[src/rtl/ce_tree_pkg.sv]
package ce_tree_pkg;
  localparam int MAIN_CODE_W  = 4;
  localparam int BUS_CODE_W   = 3;
  localparam int ADC_SEL_W    = 2;
  localparam int MAIN_MAX_DIV = 512;
  localparam int BUS_MAX_DIV  = 16;
  localparam int ADC_MAX_DIV  = 2 * (2 ** ADC_SEL_W);
  localparam int MAIN_DIV_W   = $clog2(MAIN_MAX_DIV) + 1;
  localparam int BUS_DIV_W    = $clog2(BUS_MAX_DIV) + 1;
  localparam int ADC_DIV_W    = $clog2(ADC_MAX_DIV) + 1;
  localparam int BUS_TOP_CODE = $clog2(BUS_MAX_DIV);
  localparam int MAIN_GAP_CODE = 4;  // codes above this skip divide-by-32
  localparam int MAIN_TOP_CODE = $clog2(MAIN_MAX_DIV) - 1;

  function automatic logic [MAIN_DIV_W-1:0] main_div_of(input logic [MAIN_CODE_W-1:0] code);
    logic [MAIN_DIV_W-1:0] one;
    one = MAIN_DIV_W'(1);
    if (code <= MAIN_CODE_W'(MAIN_GAP_CODE))
      return one << code;
    else if (code <= MAIN_CODE_W'(MAIN_TOP_CODE))
      return one << (code + MAIN_CODE_W'(1));
    else
      return MAIN_DIV_W'(MAIN_MAX_DIV);
  endfunction

  function automatic logic [BUS_DIV_W-1:0] bus_div_of(input logic [BUS_CODE_W-1:0] code);
    logic [BUS_DIV_W-1:0] one;
    one = BUS_DIV_W'(1);
    if (code <= BUS_CODE_W'(BUS_TOP_CODE))
      return one << code;
    else
      return BUS_DIV_W'(BUS_MAX_DIV);
  endfunction

  function automatic logic [ADC_DIV_W-1:0] adc_div_of(input logic [ADC_SEL_W-1:0] sel);
    return ADC_DIV_W'((int'(sel) + 1) * 2);
  endfunction
endpackage

[src/rtl/ce_div_stage.sv]
// Generic enable divider: counts parent pulses and fires on count zero.
// A requested divisor is taken only at the wrap point of the running period.
module ce_div_stage #(
  parameter int DIV_W     = 4,
  parameter int RESET_DIV = 1
) (
  input  logic             clk,
  input  logic             rst,
  input  logic             parent_en,
  input  logic [DIV_W-1:0] div_req,
  output logic             out_en
);
  logic [DIV_W-1:0] cnt_q;
  logic [DIV_W-1:0] div_q;
  logic             wrap;

  assign wrap = (cnt_q == div_q - DIV_W'(1));

  always_ff @(posedge clk) begin
    if (rst) begin
      cnt_q <= '0;
      div_q <= DIV_W'(RESET_DIV);
    end else if (parent_en) begin
      if (wrap) begin
        cnt_q <= '0;
        div_q <= (div_req == '0) ? DIV_W'(1) : div_req;
      end else begin
        cnt_q <= cnt_q + DIV_W'(1);
      end
    end
  end

  assign out_en = parent_en && (cnt_q == '0);
endmodule

[src/rtl/ce_bus_stage.sv]
// Peripheral bus divider with a timer tap that doubles the bus rate
// whenever the latched bus divisor exceeds one.
module ce_bus_stage #(
  parameter int DIV_W = 5
) (
  input  logic             clk,
  input  logic             rst,
  input  logic             parent_en,
  input  logic [DIV_W-1:0] div_req,
  output logic             bus_en,
  output logic             tmr_en
);
  logic [DIV_W-1:0] cnt_q;
  logic [DIV_W-1:0] div_q;
  logic             wrap;
  logic             unity;
  logic             at_half;

  assign wrap    = (cnt_q == div_q - DIV_W'(1));
  assign unity   = (div_q == DIV_W'(1));
  assign at_half = (cnt_q == (div_q >> 1));

  always_ff @(posedge clk) begin
    if (rst) begin
      cnt_q <= '0;
      div_q <= DIV_W'(1);
    end else if (parent_en) begin
      if (wrap) begin
        cnt_q <= '0;
        div_q <= (div_req == '0) ? DIV_W'(1) : div_req;
      end else begin
        cnt_q <= cnt_q + DIV_W'(1);
      end
    end
  end

  assign bus_en = parent_en && (cnt_q == '0);
  assign tmr_en = parent_en && ((cnt_q == '0) || (!unity && at_half));
endmodule

[src/rtl/ce_cfg_check.sv]
// Registered rate-limit flag: slow bus at full system rate is illegal.
module ce_cfg_check
  import ce_tree_pkg::*;
(
  input  logic                   clk,
  input  logic                   rst,
  input  logic [MAIN_CODE_W-1:0] main_code,
  input  logic [BUS_CODE_W-1:0]  slow_code,
  output logic                   err
);
  logic too_fast;

  // Slow rate = sys / (H*S); above sys/2 only when H*S == 1.
  assign too_fast = (main_div_of(main_code) == MAIN_DIV_W'(1)) &&
                    (bus_div_of(slow_code) == BUS_DIV_W'(1));

  always_ff @(posedge clk) begin
    if (rst) err <= 1'b0;
    else     err <= too_fast;
  end
endmodule

[src/rtl/ce_prescale_tree.sv]
module ce_prescale_tree
  import ce_tree_pkg::*;
#(
  parameter int TICK_DIV = 8
) (
  input  logic                   clk,
  input  logic                   rst,
  input  logic [MAIN_CODE_W-1:0] main_code,
  input  logic [BUS_CODE_W-1:0]  fast_code,
  input  logic [BUS_CODE_W-1:0]  slow_code,
  input  logic [ADC_SEL_W-1:0]   adc_sel,
  input  logic                   tick_sel,
  output logic                   en_main,
  output logic                   en_pfast,
  output logic                   en_pslow,
  output logic                   en_tmr_fast,
  output logic                   en_tmr_slow,
  output logic                   en_adc,
  output logic                   en_tick,
  output logic                   config_error
);
  localparam int NUM_BUS    = 2;
  localparam int BUS_FAST   = 0;
  localparam int BUS_SLOW   = 1;
  localparam int TICK_DIV_W = $clog2(TICK_DIV) + 1;

  logic [BUS_CODE_W-1:0] bus_code [NUM_BUS];
  logic [NUM_BUS-1:0]    bus_en;
  logic [NUM_BUS-1:0]    tmr_en;
  logic                  tick_div_en;

  assign bus_code[BUS_FAST] = fast_code;
  assign bus_code[BUS_SLOW] = slow_code;

  ce_div_stage #(.DIV_W(MAIN_DIV_W), .RESET_DIV(1)) u_main (
    .clk       (clk),
    .rst       (rst),
    .parent_en (1'b1),
    .div_req   (main_div_of(main_code)),
    .out_en    (en_main)
  );

  for (genvar b = 0; b < NUM_BUS; b++) begin : g_bus
    ce_bus_stage #(.DIV_W(BUS_DIV_W)) u_bus (
      .clk       (clk),
      .rst       (rst),
      .parent_en (en_main),
      .div_req   (bus_div_of(bus_code[b])),
      .bus_en    (bus_en[b]),
      .tmr_en    (tmr_en[b])
    );
  end

  assign en_pfast    = bus_en[BUS_FAST];
  assign en_pslow    = bus_en[BUS_SLOW];
  assign en_tmr_fast = tmr_en[BUS_FAST];
  assign en_tmr_slow = tmr_en[BUS_SLOW];

  ce_div_stage #(.DIV_W(ADC_DIV_W), .RESET_DIV(2)) u_adc (
    .clk       (clk),
    .rst       (rst),
    .parent_en (en_pfast),
    .div_req   (adc_div_of(adc_sel)),
    .out_en    (en_adc)
  );

  ce_div_stage #(.DIV_W(TICK_DIV_W), .RESET_DIV(TICK_DIV)) u_tick (
    .clk       (clk),
    .rst       (rst),
    .parent_en (en_main),
    .div_req   (TICK_DIV_W'(TICK_DIV)),
    .out_en    (tick_div_en)
  );

  assign en_tick = tick_sel ? en_main : tick_div_en;

  ce_cfg_check u_cfg (
    .clk       (clk),
    .rst       (rst),
    .main_code (main_code),
    .slow_code (slow_code),
    .err       (config_error)
  );
endmodule

[config.mk]
export PLATFORM = sky130hd
export DESIGN_NAME = ce_prescale_tree
export DESIGN_NICKNAME = d
export VERILOG_FILES = /design/src/rtl/ce_tree_pkg.sv /design/src/rtl/ce_div_stage.sv /design/src/rtl/ce_bus_stage.sv /design/src/rtl/ce_cfg_check.sv /design/src/rtl/ce_prescale_tree.sv
export SDC_FILE = /design/constraint.sdc
export NUM_CORES = 1
export LEC_CHECK = 0
export BUFFER_PORTS_ARGS = -buffer_cell sky130_fd_sc_hd__buf_2
export CORE_AREA = 4 4 91 93
export CTS_BUF_LIST = sky130_fd_sc_hd__clkbuf_16
export DETAILED_ROUTE_END_ITERATION = 12
export DIE_AREA = 0 0 95 97
export HOLD_SLACK_MARGIN = 0.1
export PLACE_DENSITY = 0.62
export SYNTH_ARGS = -nofsm -noshare
export SYNTH_HDL_FRONTEND = slang
export SYNTH_SLANG_ARGS = --single-unit
[constraint.sdc]
create_clock -name clk -period 5.6 [get_ports clk]
set_clock_uncertainty 0.15 [all_clocks]
set_input_delay 1.68 -clock clk [delete_from_list [all_inputs] [get_ports clk]]
set_output_delay 1.68 -clock clk [all_outputs]
set_load 0.02 [all_outputs]
==> key figures <==
Finish
  • Fillers: 780
  • Antenna cells: 0
  • Share of cells above drive strength 1: 8.920%
  • Final instance area: 3685 um^2
  • Non-filler cells, final: 528
  • Area Growth Syn to Fin: 9.114%
  • Final Util: 48.95%
  • Net count, final: 459

STA
  • Final setup vio count: 0
  • Worst hold slack: 336.2 ps
  • Worst Max-Slew Pin Slew: 792.3 ps
  • Worst Slack Setup Final: 1285 ps
  • Pins Over Slew Limit: 0
  • Slew Limit Headroom: 47.18%
  • RSZ-0062 raised after global routing: false
  • Post-layout minimum cycle time: 4315 ps
  • Fmax: 0.2318 GHz
  • Final Hold Viols: 0
  • Period utilisation layout: 77.05%
  • Sum Neg Setup Slack: 0 ps

Detailed routing
  • Total number of vias: 2877
  • WL met3: 225 um
  • First-pass DRT Iterations: 5
  • M1 WL: 3.442 mm
  • Highest metal used: met4
  • Total Wirelength: 7.209 mm
  • WL/cell: 13.65 um
  • Wire length on met2: 3.467 mm
  • Via density: 5.449
  • DR DRC count: 0
  • Routed Antenna Nets: 0
  • Starting DRC count in detailed routing: 117

Global route
  • Pin count of the biggest net entering global routing: 40
  • GRT overflow: 0
  • Tot GR Track Use: 16.22%
  • Vias in the first global route: 2667
  • First-pass GRT wire length: 12.28 mm
  • Initial antenna violation count: 0

Synthesis
  • Post-synth ARST share: 0%
  • Top FF cell, synth: dfxtp_1
  • Syn Area/Cell: 8.177 um^2
  • Cell taking the most area after synthesis: dfxtp_1
  • Syn Std Cell Area: 3377 um^2
  • Yosys warning count: 0
  • Top cell type's share of synthesized area: 31.42%
  • EDFF count, synth: 0
  • Register area share after synthesis: 31.42%
  • Post-synthesis net count: 447
  • Most frequent cell after synthesis: dfxtp_1
  • Cell count after synthesis: 413
  • Synth top cells by count: 53 x dfxtp_1, 36 x nand2_1, 27 x nor2_1, 27 x nor3_1, 26 x inv_1
  • Count of cell types in the netlist: 48
  • Ranking of synthesized cells by area: dfxtp_1 31%, ha_1 7.0%, xor2_1 6.5%, xnor2_1 6.0%, nand2_1 4.0%
  • #FFs+latches synth: 53

Critical path
  • Worst EP required: 3770 ps
  • CP max stage cell: nor4_1
  • Crit path kind: reg2out
  • Crit path depth: 7
  • Crit path buffers/inverters: 3
  • Critical path data arrival time: 2480 ps
  • Crit Path Max Fanout: 17
  • Crit-path cells: nor4_1 > nand3_1 > inv_1 > buf_4 > nand2_1 > o21ai_0 > buf_2
  • CP endpoint kind: primary output
  • Max incr delay on CP: 500 ps
  • Worst reg2reg path depth: 8
  • Kind of cell adding the most delay to the critical path: simple AND/OR/NAND/NOR gates
  • Nature of the critical path startpoint: flip-flop

Min path
  • Min-delay worst type: reg2reg
  • Hold Path Stages: 2

Place
  • RD Place Congestion: 0.7930
  • Worst slack, placed: 1648 ps
  • Placed instance count: 520
  • Input/output buffers: 22
  • DP Area: 3546 um^2
  • Hpwl dp: 5.289 mm

Clocking
  • Number of levels in the clock H-tree: 2
  • Total setup buffers inserted after CTS: 0
  • Num CTS Buffers: 5
  • Post-CTS sizing: 0
  • Hold_buf cts: 0
  • Max clock buf depth: 2
  • Clk_lat worst skew: 290 ps
  • Root Driver: clkbuf_16
  • TritonCTS clock tree: done
  • CTS clock-pin slew for the worst setup and hold paths: 70 ps
  • Clock sink total: 53

Floorplan
  • Area of the core: 7527 um^2
  • Std-Cell Rows: 32
  • Die Y-Extent: 97 um
  • Initial Util: 44.86%
  • Die X: 95 um
  • Io pins: 23
  • Die area: 9215 um^2

Power and ir drop
  • LEAKAGE: 1.463 nW
  • VDD IR max: 0.2430 mV
  • Total power draw: 1.664 mW
  • PD cells: 451.5 nW/um^2

Outcome
  • Status: finished clean

Flow run
  • Maxcap violations: 0
cell usage in the layout, fill, tap and decap left out, types with 3 or more instances in the layout:
master / count
and3_1: 4
nor3b_1: 3
o211ai_1: 3
nand4b_1: 4
buf_2: 22
o21ai_0: 17
nand3_1: 18
nor2b_1: 7
xnor2_1: 23
nand2_1: 36
inv_1: 27
mux2i_1: 12
xor2_1: 25
dfxtp_1: 53
or3_1: 4
clkbuf_16: 5
ha_1: 19
a31oi_1: 6
a21oi_1: 20
nor2_1: 27
a211oi_1: 5
nand4_1: 13
and2_1: 5
nand2b_1: 4
nor3_1: 27
nor4_1: 4
where the power goes:
part	total (mW)	switching, mW	internal [mW]	leakage (nW)
combinational	0.835	0.502	0.333	0.958
sequential	0.536	0.0951	0.441	0.430
clock	0.293	0.130	0.163	0.0748
layout make-up:
type                       count  area [um^2]  area share [%]
multi-input combinational    315         2135           57.93
sequential                    53         1061           28.79
tap                          102        127.6           3.463
clock buffer                   5        125.1           3.396
timing repair buffer          24        125.1           3.396
inverter                      26        97.59           2.649
clock inverter                 3        13.76          0.3735
path summary, 6_finish.rpt:
| path | start | endpoint | slack (ps) |
|---|---|---|---|
| setup / recovery | u_main.cnt_q[6]$_SDFF_PP0_ | en_tmr_fast | 1290 |
| hold / removal | u_main.div_q[8]$_SDFFE_PP0N_ | u_main.div_q[8]$_SDFFE_PP0N_ | 340 |
| setup reg to reg | u_main.div_q[0]$_SDFFE_PP1N_ | u_main.div_q[9]$_SDFFE_PP0N_ | 2660 |
| hold reg to reg | u_main.div_q[8]$_SDFFE_PP0N_ | u_main.div_q[8]$_SDFFE_PP0N_ | 340 |
metal layers:
metal / up-vias / track usage (%)
met5: - / 0
met4: 0 / 4.440
met2: 43 / 27.17
met1: 1349 / 21.51
li1: 1479 / -
met3: 6 / 2.333
cells by family after synthesis:
| group | count (synthesis) | synth area share, % |
|---|---|---|
| DFF | 53 | 31.42 |
| adders and majority gates | 19 | 7.040 |
| xor gates and xnor gates | 49 | 13.15 |
| AOI/OAI and AO/OA | 68 | 13.71 |
| and+or+nand+nor | 166 | 25.42 |
| buffers and inverters | 45 | 5.372 |
| muxes | 13 | 3.890 |
registers in the layout, summed over array words and instances, names as in the netlist:
signal	count
u_main.div_q	10
u_tick.cnt_q	4
u_adc.div_q	4
u_cfg.err	1
u_main.cnt_q	10
g_bus.u_bus.cnt_q	10
g_bus.u_bus.div_q	10
u_adc.cnt_q	4
worst register-to-register path, stage by stage, from the launching register on:
cell and delay (ps):
dfxtp_1 450, inv_1 70, ha_1 290, o21ba_1 210
a221oi_1 280, a41oi_1 110, a2111oi_4 790, buf_4 330
mux2i_1 190
No activity file was read; power rests on OpenSTA's default activity.
